**config.mk**
```make
export PLATFORM = sky130hd
export DESIGN_NAME = kbd_code_history
export DESIGN_NICKNAME = d
export VERILOG_FILES = /design/src/rtl/kch_pkg.sv /design/src/rtl/kch_decode.sv /design/src/rtl/kch_repeat_filter.sv /design/src/rtl/kch_history.sv /design/src/rtl/kbd_code_history.sv
export SDC_FILE = /design/constraint.sdc
export NUM_CORES = 1
export LEC_CHECK = 0
export BUFFER_PORTS_ARGS = -buffer_cell sky130_fd_sc_hd__buf_2
export CAP_MARGIN = 40
export CORE_MARGIN = 3
export CORE_UTILIZATION = 48
export DETAILED_ROUTE_END_ITERATION = 6
export GPL_TIMING_DRIVEN = 0
export PLACE_DENSITY = 0.85
export SETUP_SLACK_MARGIN = 0.5
export SYNTH_ARGS = -nofsm -noshare
export SYNTH_HDL_FRONTEND = slang
export SYNTH_HIERARCHICAL = 1
export SYNTH_SLANG_ARGS = --single-unit
```
**constraint.sdc**
```tcl
create_clock -name clk -period 3.68 [get_ports clk]
set_input_delay 0.92 -clock clk [delete_from_list [all_inputs] [get_ports clk]]
set_output_delay 0.92 -clock clk [all_outputs]
set_load 0.01 [all_outputs]
```
**src/rtl/kch_pkg.sv**
```systemverilog
package kch_pkg;

   // Role of one incoming byte, decided from its value and the pending-release state
   typedef enum logic [1:0] {
      KC_PRESS      = 2'd0,
      KC_RELEASE    = 2'd1,
      KC_REL_PREFIX = 2'd2,
      KC_EXT_PREFIX = 2'd3
   } code_kind_e;

endpackage

```
**src/rtl/kch_decode.sv**
```systemverilog
module kch_decode
   import kch_pkg::*;
#(
   parameter int unsigned           DATA_W     = 8,
   parameter logic [DATA_W-1:0]     REL_PREFIX = 8'hF0,
   parameter logic [DATA_W-1:0]     EXT_PREFIX = 8'hE0
) (
   input  logic              clk,
   input  logic              rst,
   input  logic              in_valid,
   input  logic [DATA_W-1:0] in_byte,
   output code_kind_e        kind,
   output logic              rel_pending
);

   logic pend_q;

   always_comb begin
      if (in_byte == REL_PREFIX)      kind = KC_REL_PREFIX;
      else if (in_byte == EXT_PREFIX) kind = KC_EXT_PREFIX;
      else if (pend_q)                kind = KC_RELEASE;
      else                            kind = KC_PRESS;
   end

   always_ff @(posedge clk) begin
      if (rst) begin
         pend_q <= 1'b0;
      end else if (in_valid) begin
         case (kind)
            KC_REL_PREFIX: pend_q <= 1'b1;
            KC_RELEASE:    pend_q <= 1'b0;
            default:       pend_q <= pend_q;
         endcase
      end
   end

   assign rel_pending = pend_q;

endmodule

```
**src/rtl/kch_repeat_filter.sv**
```systemverilog
module kch_repeat_filter
   import kch_pkg::*;
#(
   parameter int unsigned DATA_W    = 8,
   parameter bit          FILTER_EN = 1'b1
) (
   input  logic              clk,
   input  logic              rst,
   input  logic              in_valid,
   input  logic [DATA_W-1:0] in_byte,
   input  code_kind_e        kind,
   output logic              take,
   output logic              held_valid,
   output logic [DATA_W-1:0] held_code
);

   generate
      if (FILTER_EN) begin : g_filter
         logic              down_q;
         logic [DATA_W-1:0] code_q;
         logic              is_repeat;

         assign is_repeat = (kind == KC_PRESS) && down_q && (in_byte == code_q);
         assign take      = in_valid && !is_repeat;

         always_ff @(posedge clk) begin
            if (rst) begin
               down_q <= 1'b0;
               code_q <= '0;
            end else if (in_valid) begin
               if (kind == KC_PRESS && !is_repeat) begin
                  down_q <= 1'b1;
                  code_q <= in_byte;
               end else if (kind == KC_RELEASE) begin
                  down_q <= 1'b0;
               end
            end
         end

         assign held_valid = down_q;
         assign held_code  = code_q;
      end else begin : g_pass
         assign take       = in_valid;
         assign held_valid = 1'b0;
         assign held_code  = '0;
      end
   endgenerate

endmodule

```
**src/rtl/kch_history.sv**
```systemverilog
module kch_history #(
   parameter int unsigned DATA_W = 8,
   parameter int unsigned DEPTH  = 4,
   localparam int unsigned HIST_W = DATA_W * DEPTH
) (
   input  logic              clk,
   input  logic              rst,
   input  logic              shift_en,
   input  logic [DATA_W-1:0] shift_in,
   output logic [HIST_W-1:0] hist_word
);

   logic [DATA_W-1:0] lane_q [DEPTH];

   generate
      for (genvar i = 0; i < DEPTH; i++) begin : g_lane
         logic [DATA_W-1:0] lane_d;
         if (i == 0) begin : g_head
            assign lane_d = shift_in;
         end else begin : g_body
            assign lane_d = lane_q[i-1];
         end

         always_ff @(posedge clk) begin
            if (rst)           lane_q[i] <= '0;
            else if (shift_en) lane_q[i] <= lane_d;
         end

         assign hist_word[i*DATA_W +: DATA_W] = lane_q[i];
      end
   endgenerate

endmodule

```
**src/rtl/kbd_code_history.sv**
```systemverilog
module kbd_code_history
   import kch_pkg::*;
#(
   parameter int unsigned       DATA_W     = 8,
   parameter int unsigned       DEPTH      = 4,
   parameter logic [DATA_W-1:0] REL_PREFIX = 8'hF0,
   parameter logic [DATA_W-1:0] EXT_PREFIX = 8'hE0,
   parameter bit                FILTER_EN  = 1'b1,
   localparam int unsigned      HIST_W     = DATA_W * DEPTH
) (
   input  logic              clk,
   input  logic              rst,
   input  logic              code_valid,
   input  logic [DATA_W-1:0] code_byte,
   output logic [HIST_W-1:0] history,
   output logic              code_accepted
);

   generate
      if (DEPTH < 2) begin : g_bad_depth
         $error("kbd_code_history: DEPTH must be at least 2");
      end
      if (DATA_W < 2) begin : g_bad_width
         $error("kbd_code_history: DATA_W must be at least 2");
      end
      if (REL_PREFIX == EXT_PREFIX) begin : g_bad_prefix
         $error("kbd_code_history: prefixes must differ");
      end
   endgenerate

   code_kind_e        kind;
   logic              break_pending;
   logic              take;
   logic              held_valid;
   logic [DATA_W-1:0] held_code;
   logic              acc_q;

   kch_decode #(
      .DATA_W     (DATA_W),
      .REL_PREFIX (REL_PREFIX),
      .EXT_PREFIX (EXT_PREFIX)
   ) u_decode (
      .clk         (clk),
      .rst         (rst),
      .in_valid    (code_valid),
      .in_byte     (code_byte),
      .kind        (kind),
      .rel_pending (break_pending)
   );

   kch_repeat_filter #(
      .DATA_W    (DATA_W),
      .FILTER_EN (FILTER_EN)
   ) u_filter (
      .clk        (clk),
      .rst        (rst),
      .in_valid   (code_valid),
      .in_byte    (code_byte),
      .kind       (kind),
      .take       (take),
      .held_valid (held_valid),
      .held_code  (held_code)
   );

   kch_history #(
      .DATA_W (DATA_W),
      .DEPTH  (DEPTH)
   ) u_hist (
      .clk       (clk),
      .rst       (rst),
      .shift_en  (take),
      .shift_in  (code_byte),
      .hist_word (history)
   );

   always_ff @(posedge clk) begin
      if (rst) acc_q <= 1'b0;
      else     acc_q <= take;
   end

   assign code_accepted = acc_q;

endmodule

```
==> metrics.txt, run 1 <==
status=finished clean; max-cap violations=0; minimum clock period=between 3000 and 4000 ps; antenna cells=0; P&R area growth vs syn=21.5%; clock sinks=43; most common cell after layout, fill and taps aside=buf_2; Yosys cell types=32; vias=1441; CTS tree=yes; drt total wl=4060 um; Mapped Area=2030 um2; Worst EP required=~3700 ps; initial DRC count=just under 100; Hold Vio Cnt, Final=0; H-tree levels=2; Initial Util=between 50% and 60%; placed cell count=~240; P_int=between 0.0007 and 0.0008 W; met2 Use GR=around 28%; sw frac=roughly a quarter; CP Class=input pin to register; fmax=about 320 MHz; setup TNS=0 ps; sequential share of power=56.8%; P_sw=around 0.00026 W; DR WL/cell=around 16 um; layout net count=219; largest net degree at the start of global routing=17; Worst VDD drop=197 uV; Worst Tran Pin Value=489 ps; Reg2Reg Depth=8; layout cell share with drive strength beyond 1=roughly 44%; worst reg2reg endpoint=u_hist/lane_q[0][1]; Post-Syn Nets=between 150 and 200; # setup viols final=0; PortBufs=43; met3 demand-to-capacity share in global routing=5.40%; pwr dens=411 nW/um2; row count=22; Clk Latency, worst-skew pair=300 ps; Cell Area, Placed=roughly 2300 um2; post-route antenna net violation count=0; vias in the first global route=roughly 1400; Hold Startpoint=u_decode/rel_pending; final non-filler cell area=around 2500 um2; GRT Total Usage=between 10% and 20%; PnR worst setup slack=551 ps; gr ovfl total=0; clk buf depth=2; Finished Layout Cells=~260; HP Class=register to register; Max Fanout on Critical Path=10; hold depth=2; clk_skew=around 7.5 ps; initial antenna violation count=0; Final Cycle Share=85.0%; die height=between 70 and 80 um; Die Span X=roughly 71 um; worst r2r src=u_decode/rel_pending; Setup crit end kind=register; Final Power=roughly 0.001 W; Cells after Synth=approximately 150; clk slew on worst S/H paths=roughly 70 ps; most frequent cells in the layout=buf_2, edfxtp_1, and3b_2; Via-to-Cell Ratio=roughly 5.6; CTS buffer count=5; hpwl dp=2780 um; met1 Use GR=about a fifth; dpl ws=just over 100 ps; most crowded layer after global routing=met2; #FFs+latches synth=43; Combinational Power Share=approximately 15%; Pleak=~1.1 nW; Hold Crit Endpoint=u_decode/rel_pending; I/O Pins=44; core area=3850 um2; Die ar.=a little over 5000 um2; first-pass GRT wire length=roughly 6700 um; Syn. warnings=6; Avg Cell Area, Syn=13.4 um2; drt drc=0; r2r setup slk=1410 ps; startpoint types=input pin; Seq/Total Area, Yosys=approximately three fifths; pins over their slew limit=0; Clock power frac=between 20 and 30%; Root Driver=clkbuf_8; unrepaired setup endpoints after global routing=no; slew margin rel.=between 60% and 70%; iteration count of the initial detailed-routing pass=4; CP Data Arrival Time=around 3200 ps; global placer's final weighted congestion=0.837
## flip-flops by register name, summed over array words and instances (netlist names)
signal,cells
u_decode/rel_pending,1
u_hist/lane_q,32
u_filter/held_valid,1
code_accepted,1
u_filter/held_code,8
## stage by stage
step	utilization (%)	hold WS, ps
after CTS	62.6	505
after global placement	59.8	486
after floorplan	-	473
final	63.9	500
after detailed placement	59.8	494
after global routing	63.9	525
## logic make-up after synthesis
kind of cell    after synthesis  synth area share [%]
buf+inv                      15                  3.52
compound gates               21                  7.78
mux                           3                  1.48
flops                        43                  58.3
fa+ha+maj                     1                 0.617
simple gates                 60                  24.9
xor+xnor                      8                  3.46
## synth_stat cells
cell type | instances | area share [%]
clkbuf_1 | 4 | 0.74
inv_2 | 1 | 0.19
nor2b_1 | 2 | 0.62
a32oi_1 | 6 | 2.6
buf_6 | 1 | 0.56
edfxtp_1 | 32 | 47
o21ai_0 | 6 | 1.5
dfxtp_1 | 11 | 11
nor3b_1 | 6 | 2.2
nor2_1 | 5 | 0.93
xor2_1 | 1 | 0.43
and3b_1 | 12 | 5.2
a211oi_1 | 2 | 0.74
nand3_1 | 1 | 0.25
o311ai_1 | 6 | 2.6
inv_1 | 2 | 0.37
nor3b_2 | 1 | 0.62
ha_1 | 1 | 0.62
or2_0 | 1 | 0.31
and3b_2 | 20 | 9.9
nand2_1 | 6 | 1.1
buf_1 | 1 | 0.19
xnor2_1 | 7 | 3.0
nand4_2 | 1 | 0.62
nand4_4 | 1 | 1.0
or3b_1 | 1 | 0.43
mux2i_1 | 3 | 1.5
buf_2 | 6 | 1.5
or2_1 | 1 | 0.31
o21a_1 | 1 | 0.37
or4b_4 | 1 | 0.68
nor2b_4 | 1 | 0.68
## critical path, stage by stage
cell	delay (ps)
buf_2	140
nor3b_2	190
nand4_2	140
mux2i_4	230
or4b_4	560
or2_1	230
buf_6	140
o21a_4	230
buf_4	170
and3b_2	210
## worst max-delay path by stage
stage | from | slack [ps] | end
2_1_floorplan | code_byte[1] | 500 | u_hist/lane_q[0][0]
3_3_place_gp | code_byte[1] | 120 | u_hist/lane_q[3][2]
3_5_place_dp | code_byte[1] | 100 | u_hist/lane_q[3][1]
4_1_cts | code_byte[1] | 530 | u_hist/lane_q[0][7]
5_1_grt | code_byte[1] | 480 | u_hist/lane_q[0][1]
6_report | code_byte[1] | 550 | u_hist/lane_q[0][1]
## per-layer routing
metal  up-vias  part of all wire [%]
met4         0                   1.4
met5         -                     0
met2        47                    50
li1        692                     -
met3         6                   7.2
met1       696                    42
## timing repair
item                                   CTS  global route
gates resized for setup                  3             9
setup endpoints to repair               53            62
gates cloned                             1             0
endpoints found under the hold margin    0             0
setup buffers                            1             4
pin swaps                                2             1
hold buffers                             0             0
## power by group through the flow
stage	clock network, W	logic (W)	registers [W]
floorplan	0	0.0000751	0.000597
global placement	0	0.000138	0.000584
detailed placement	0	0.000141	0.000586
CTS	0.000298	0.000144	0.000575
global route	0.000320	0.000163	0.000579
finish	0.000290	0.000148	0.000575
## cell type report
class / instances / area [um2]
buffer: 12 / 67.6
clock buffer: 6 / 72.6
clock inverter: 2 / 12.5
fill: 308 / 1390
inverter: 3 / 11.3
multi-input combinational: 94 / 806
sequential: 43 / 1180
tap: 48 / 60.1
timing repair buffer: 48 / 253
No activity file was read; power rests on OpenSTA's default activity.
==> run 2: changes to the inputs <==
PLACE_DENSITY = 0.75   (was 0.85)
==> metrics.txt, run 2 (same netlist as run 1, synthesis figures left out) <==
Initial Util=52.6% (unchanged); hpwl dp=3100 um (+12%); Worst EP required=3710 ps (-20 ps); multi-input logic area=815 um2 (+1.1%); r2r setup slk=1390 ps (-20 ps); clk slew on worst S/H paths=80 ps (about the same); iteration count of the initial detailed-routing pass=4 (unchanged); H-tree levels=2 (unchanged); Largest Register=u_hist/lane_q; CTS buffer count=5 (unchanged); clk buf depth=2 (unchanged); worst path cell trace=buf_4, nor3b_2, nand4_2, mux2i_4, or4b_4, or2_1, buf_6, o21a_4, or2_4; antenna cells=0 (unchanged); drt total wl=4820 um (+19%); P&R area growth vs syn=23.4%; register area=1180 um2 (unchanged); die height=71.0 um (unchanged); clock sinks=43 (unchanged); Die ar.=5040 um2 (unchanged); DR WL/cell=18.6 um (+17%); max incr delay on CP=580 ps (+20 ps); fmax=316 MHz (-1.0%); I/O Pins=44 (unchanged); largest net degree at the start of global routing=17 (unchanged); post-route antenna net violation count=0 (unchanged); Die Span X=71.0 um (unchanged); # setup viols final=0 (unchanged); slew margin rel.=60.8% (-6.6 points); CP Class=input pin to register; startpoint types=input pin; Pleak=1.13 nW (+1.8%); core area=3850 um2 (unchanged); Root Driver=clkbuf_8; GRT Total Usage=18.7% (+1.6 points); max-cap violations=0 (unchanged); FILL cells=303 (-1.6%); clk_skew=3.80 ps (-3.70 ps); initial antenna violation count=0 (unchanged); max reg flops=32 (unchanged); CTS tree=yes; drt drc=0 (unchanged); HP Class=register to register; vias in the first global route=1497 (+4.1%); layout net count=222 (+1.4%); vias=1502 (+4.2%); minimum clock period=3160 ps (+33.0 ps); final hold slack=514 ps (+13.7 ps); global placer's final weighted congestion=0.814 (-2.7%); pwr dens=409 nW/um2 (-0.37%); initial DRC count=144 (+48%); layout cell share with drive strength beyond 1=44.5% (+0.32 points); Final Cycle Share=85.9% (+0.90 points); CTS Hold Bufs=0 (unchanged); setup TNS=0 ps (unchanged); Worst VDD drop=247 uV (+26%); first-pass GRT wire length=7440 um (+10%); Setup crit end kind=register; CP max-delay cell=or4b_4; CP Data Arrival Time=3190 ps (about the same); row count=22 (unchanged); most frequent cells in the layout=buf_2, edfxtp_1, and3b_2; most common cell after layout, fill and taps aside=buf_2; unrepaired setup endpoints after global routing=yes; Hold Vio Cnt, Final=0 (unchanged); top cell family by delay on the critical path=simple AND/OR/NAND/NOR gates; gr ovfl total=0 (unchanged); PortBufs=43 (unchanged); status=finished clean; CP bufs+invs=2 (-1); pins over their slew limit=0 (unchanged); Clk Latency, worst-skew pair=290 ps (about the same); Via-to-Cell Ratio=5.80 (+3.0%); Worst Tran Pin Value=588 ps (+99.6 ps); Max Fanout on Critical Path=16 (+6)
==> run 2: cell count changes in the layout (fill, tap and decap cells not counted) <==
| cell | previous run | this run |
|---|---|---|
| buf_2 | 46 | 45 |
| buf_6 | 1 | 5 |
| o21a_2 | 0 | 1 |
| buf_4 | 8 | 7 |
| clkbuf_1 | 5 | 6 |
| clkinvlp_4 | 1 | 0 |
==> run 2: timing repair <==
action                     4_1_cts  5_1_grt
setup endpoints to repair       62       62
pin swaps                        2        5
gates cloned                     1        2
buffers inserted                 1        5
gates resized for setup          3       15
==> run 2: final timing paths <==
| kind | depth (start not counted) | startpoint | end |
|---|---|---|---|
| setup / recovery | 9 | code_byte[0] | u_hist/lane_q[0][2] |
| hold / removal | 2 | u_filter/held_code[0] | u_filter/held_code[0] |
| setup reg to reg | 7 | u_decode/rel_pending | u_hist/lane_q[0][2] |
| hold reg to reg | 2 | u_filter/held_code[0] | u_filter/held_code[0] |
==> run 2: cell type report <==
class                           instances  share of cell area [%]
Clock inverter                          1                   0.200
Inverter                                3                   0.450
Buffer                                 12                    3.15
Timing Repair Buffer                   50                    11.0
Tap cell                               48                    2.40
Sequential cell                        43                    47.2
Clock buffer                            7                    3.05
Multi-Input combinational cell         95                    32.6
==> run 2: tightest hold or removal path, cell delays in order (launching register included) <==
cell and delay [ps]:
dfxtp_1 340, nand2_1 60, o311ai_1 70
==> run 2: per-stage QoR <==
step           setup slack (ps)  instances  total power [W]  area (um2)  util (%)
3_3_place_gp                176        242         0.000720        2300      59.8
3_5_place_dp               92.1        242         0.000730        2300      59.8
5_1_grt                     455        259          0.00107        2500      64.9
4_1_cts                     500        252          0.00101        2410      62.5
2_1_floorplan               503        151         0.000672        2030         -
6_report                    518        259          0.00102        2500      64.9
==> run 2: power breakdown <==
group          switching [W]  internal [W]  leakage [nW]
sequential         0.0000186      0.000557         0.443
combinational      0.0000900     0.0000692         0.646
clock               0.000156      0.000133        0.0422
total               0.000264      0.000760          1.13
==> run 2: per-layer routing <==
layer	up-vias	GRT usage [%]	routed length [um]
met5	-	0	0
met4	0	6.68	55
met3	8	3.41	260
met2	67	32.0	2440
met1	728	23.7	2060
li1	699	-	-
==> run 3: changes to the inputs <==
CAP_MARGIN = 5   (was 40)
CELL_PAD_IN_SITES_DETAIL_PLACEMENT = 1   (was default)
CELL_PAD_IN_SITES_GLOBAL_PLACEMENT = 1   (was default)
CORE_UTILIZATION = 41   (was 48)
CTS_BUF_LIST = sky130_fd_sc_hd__clkbuf_4   (was default)
PLACE_DENSITY = default   (was 0.75)
PLACE_DENSITY_LB_ADDON = 0.1   (was default)
==> metrics.txt, run 3 (same netlist as run 1, synthesis figures left out) <==
max incr delay on CP=590 ps (about the same); max-cap violations=0 (unchanged); clk slew on worst S/H paths=130 ps (+50 ps); Worst VDD drop=170 uV (-31%); post-route antenna net violation count=0 (unchanged); HP Class=register to register; core area=4560 um2 (+18%); vias=1447 (-3.7%); P&R area growth vs syn=21.7%; r2r setup slk=1360 ps (-30 ps); crit path launch=code_byte[1]; max reg flops=32 (unchanged); top cell family by delay on the critical path=simple AND/OR/NAND/NOR gates; antenna cells=0 (unchanged); CTS buffer count=5 (unchanged); register area=1180 um2 (unchanged); status=finished clean; fmax=318 MHz (+0.42%); drt total wl=4580 um (-4.9%); I/O Pins=44 (unchanged); layout net count=218 (-1.8%); multi-input logic area=806 um2 (-1.1%); initial DRC count=62 (-57%); Die ar.=5820 um2 (+16%); Via-to-Cell Ratio=5.32 (-8.3%); worst reg2reg endpoint=u_hist/lane_q[1][1]; drt drc=0 (unchanged); Largest Register=u_hist/lane_q; unrepaired setup endpoints after global routing=no; placed cell count=259 (+7.0%); Final Cycle Share=85.6% (-0.36 points); Max Fanout on Critical Path=10 (-6); pins over their slew limit=0 (unchanged); CP most frequent cell=buf_2; clk_skew=6.20 ps (+2.40 ps); largest net degree at the start of global routing=17 (unchanged); worst r2r src=u_decode/rel_pending; CP Depth=10 (+1); crit path to=u_hist/lane_q[1][1]; slew margin rel.=64.4% (+3.6 points); Setup crit end kind=register; final hold slack=520 ps (+6.11 ps); setup TNS=0 ps (unchanged); DR WL/cell=16.8 um (-9.5%); FILL cells=504 (+66%); Pleak=1.11 nW (-2.2%); CTS Hold Bufs=0 (unchanged); die height=76.3 um (+7.5%); layout cell share with drive strength beyond 1=44.0% (-0.59 points); CP bufs+invs=3 (+1); CP Class=input pin to register; PortBufs=43 (unchanged); Worst Tran Pin Value=534 ps (-53.9 ps); Reg2Reg Depth=8 (+1); most frequent cells in the layout=buf_2, edfxtp_1, and3b_2; Root Driver=clkbuf_4; clk buf depth=2 (unchanged); row count=24 (+9.1%); Die Span X=76.3 um (+7.5%); most common cell after layout, fill and taps aside=buf_2; Initial Util=44.4% (-8.2 points); GRT Total Usage=16.3% (-2.4 points); CP max-delay cell=or4b_4; iteration count of the initial detailed-routing pass=4 (unchanged); CTS tree=yes; first-pass GRT wire length=7590 um (+2.0%); vias in the first global route=1546 (+3.3%); startpoint types=input pin; Clk Latency, worst-skew pair=340 ps (+50 ps); minimum clock period=3150 ps (-13.4 ps); hpwl dp=3210 um (+3.6%); Finished Layout Cells=272 (+5.0%); # setup viols final=0 (unchanged); initial antenna violation count=0 (unchanged); H-tree levels=2 (unchanged); worst path cell trace=buf_2, nor3b_2, nand4_2, mux2i_4, or4b_4, or2_0, buf_6, o21a_4, buf_2, and3b_2; CP Data Arrival Time=3260 ps (+70 ps); gr ovfl total=0 (unchanged); global placer's final weighted congestion=0.875 (+7.5%); Worst EP required=3800 ps (+90 ps); Hold Vio Cnt, Final=0 (unchanged); clock sinks=43 (unchanged); pwr dens=411 nW/um2 (+0.48%)
==> run 3: where the power goes <==
group          internal, W  switching, W  leakage [nW]
clock             0.000140      0.000149        0.0426
combinational    0.0000644     0.0000850         0.622
sequential        0.000557     0.0000187         0.443
total             0.000761      0.000253          1.11
==> run 3: area by class of cell <==
cell class	instances	share of cell area [%]
plain buffers	12	2.64
clock buffers	5	1.52
clock inverters	3	1.57
inverters	3	0.457
multi-input cells	94	32.7
flip-flops and latches	43	47.9
well taps	65	3.30
repair buffers	47	9.94
==> run 3: layer usage <==
metal  track usage (%)  routed length, um  up-vias
met4              6.34                 92        0
met2              30.4               2440       35
met5                 0                  0        -
met3              3.78                196        7
li1                  -                  -      685
met1              17.7               1860      720
==> run 3: worst reg2reg max path: cells and delay by family, from the launching register on <==
kind	cells	cell delay [ps]
and+or+nand+nor	3	1050
buffers and inverters	3	400
DFF	1	330
AOI/OAI and AO/OA	1	230
muxes	1	80
==> run 3: how the worst min path moves through the flow <==
stage | slack [ps] | to | depth (start not counted) | startpoint
2_1_floorplan | 470 | u_decode/rel_pending | 2 | u_decode/rel_pending
3_3_place_gp | 480 | u_filter/held_valid | 2 | u_filter/held_valid
3_5_place_dp | 500 | u_filter/held_code[6] | 2 | u_filter/held_code[6]
4_1_cts | 520 | u_filter/held_code[6] | 2 | u_filter/held_code[6]
5_1_grt | 550 | u_filter/held_code[6] | 2 | u_filter/held_code[6]
6_report | 520 | u_filter/held_valid | 2 | u_filter/held_valid
==> run 3: stage by stage <==
| stage | utilization [%] | area, um2 | worst slack (ps) | total power, W |
|---|---|---|---|---|
| finish | 54.0 | 2470 | 531 | 0.00101 |
| global route | 54.0 | 2470 | 506 | 0.00107 |
| CTS | 53.1 | 2420 | 528 | 0.00102 |
| detailed placement | 51.0 | 2330 | 42.0 | 0.000732 |
| global placement | 51.0 | 2330 | 74.9 | 0.000724 |
| floorplan | - | 2030 | 503 | 0.000672 |
==> run 3: repair_timing <==
action,CTS,global route
pin swaps,2,1
gates cloned,1,0
buffers inserted,1,3
gates resized for setup,3,6
endpoints found under the setup margin,47,16
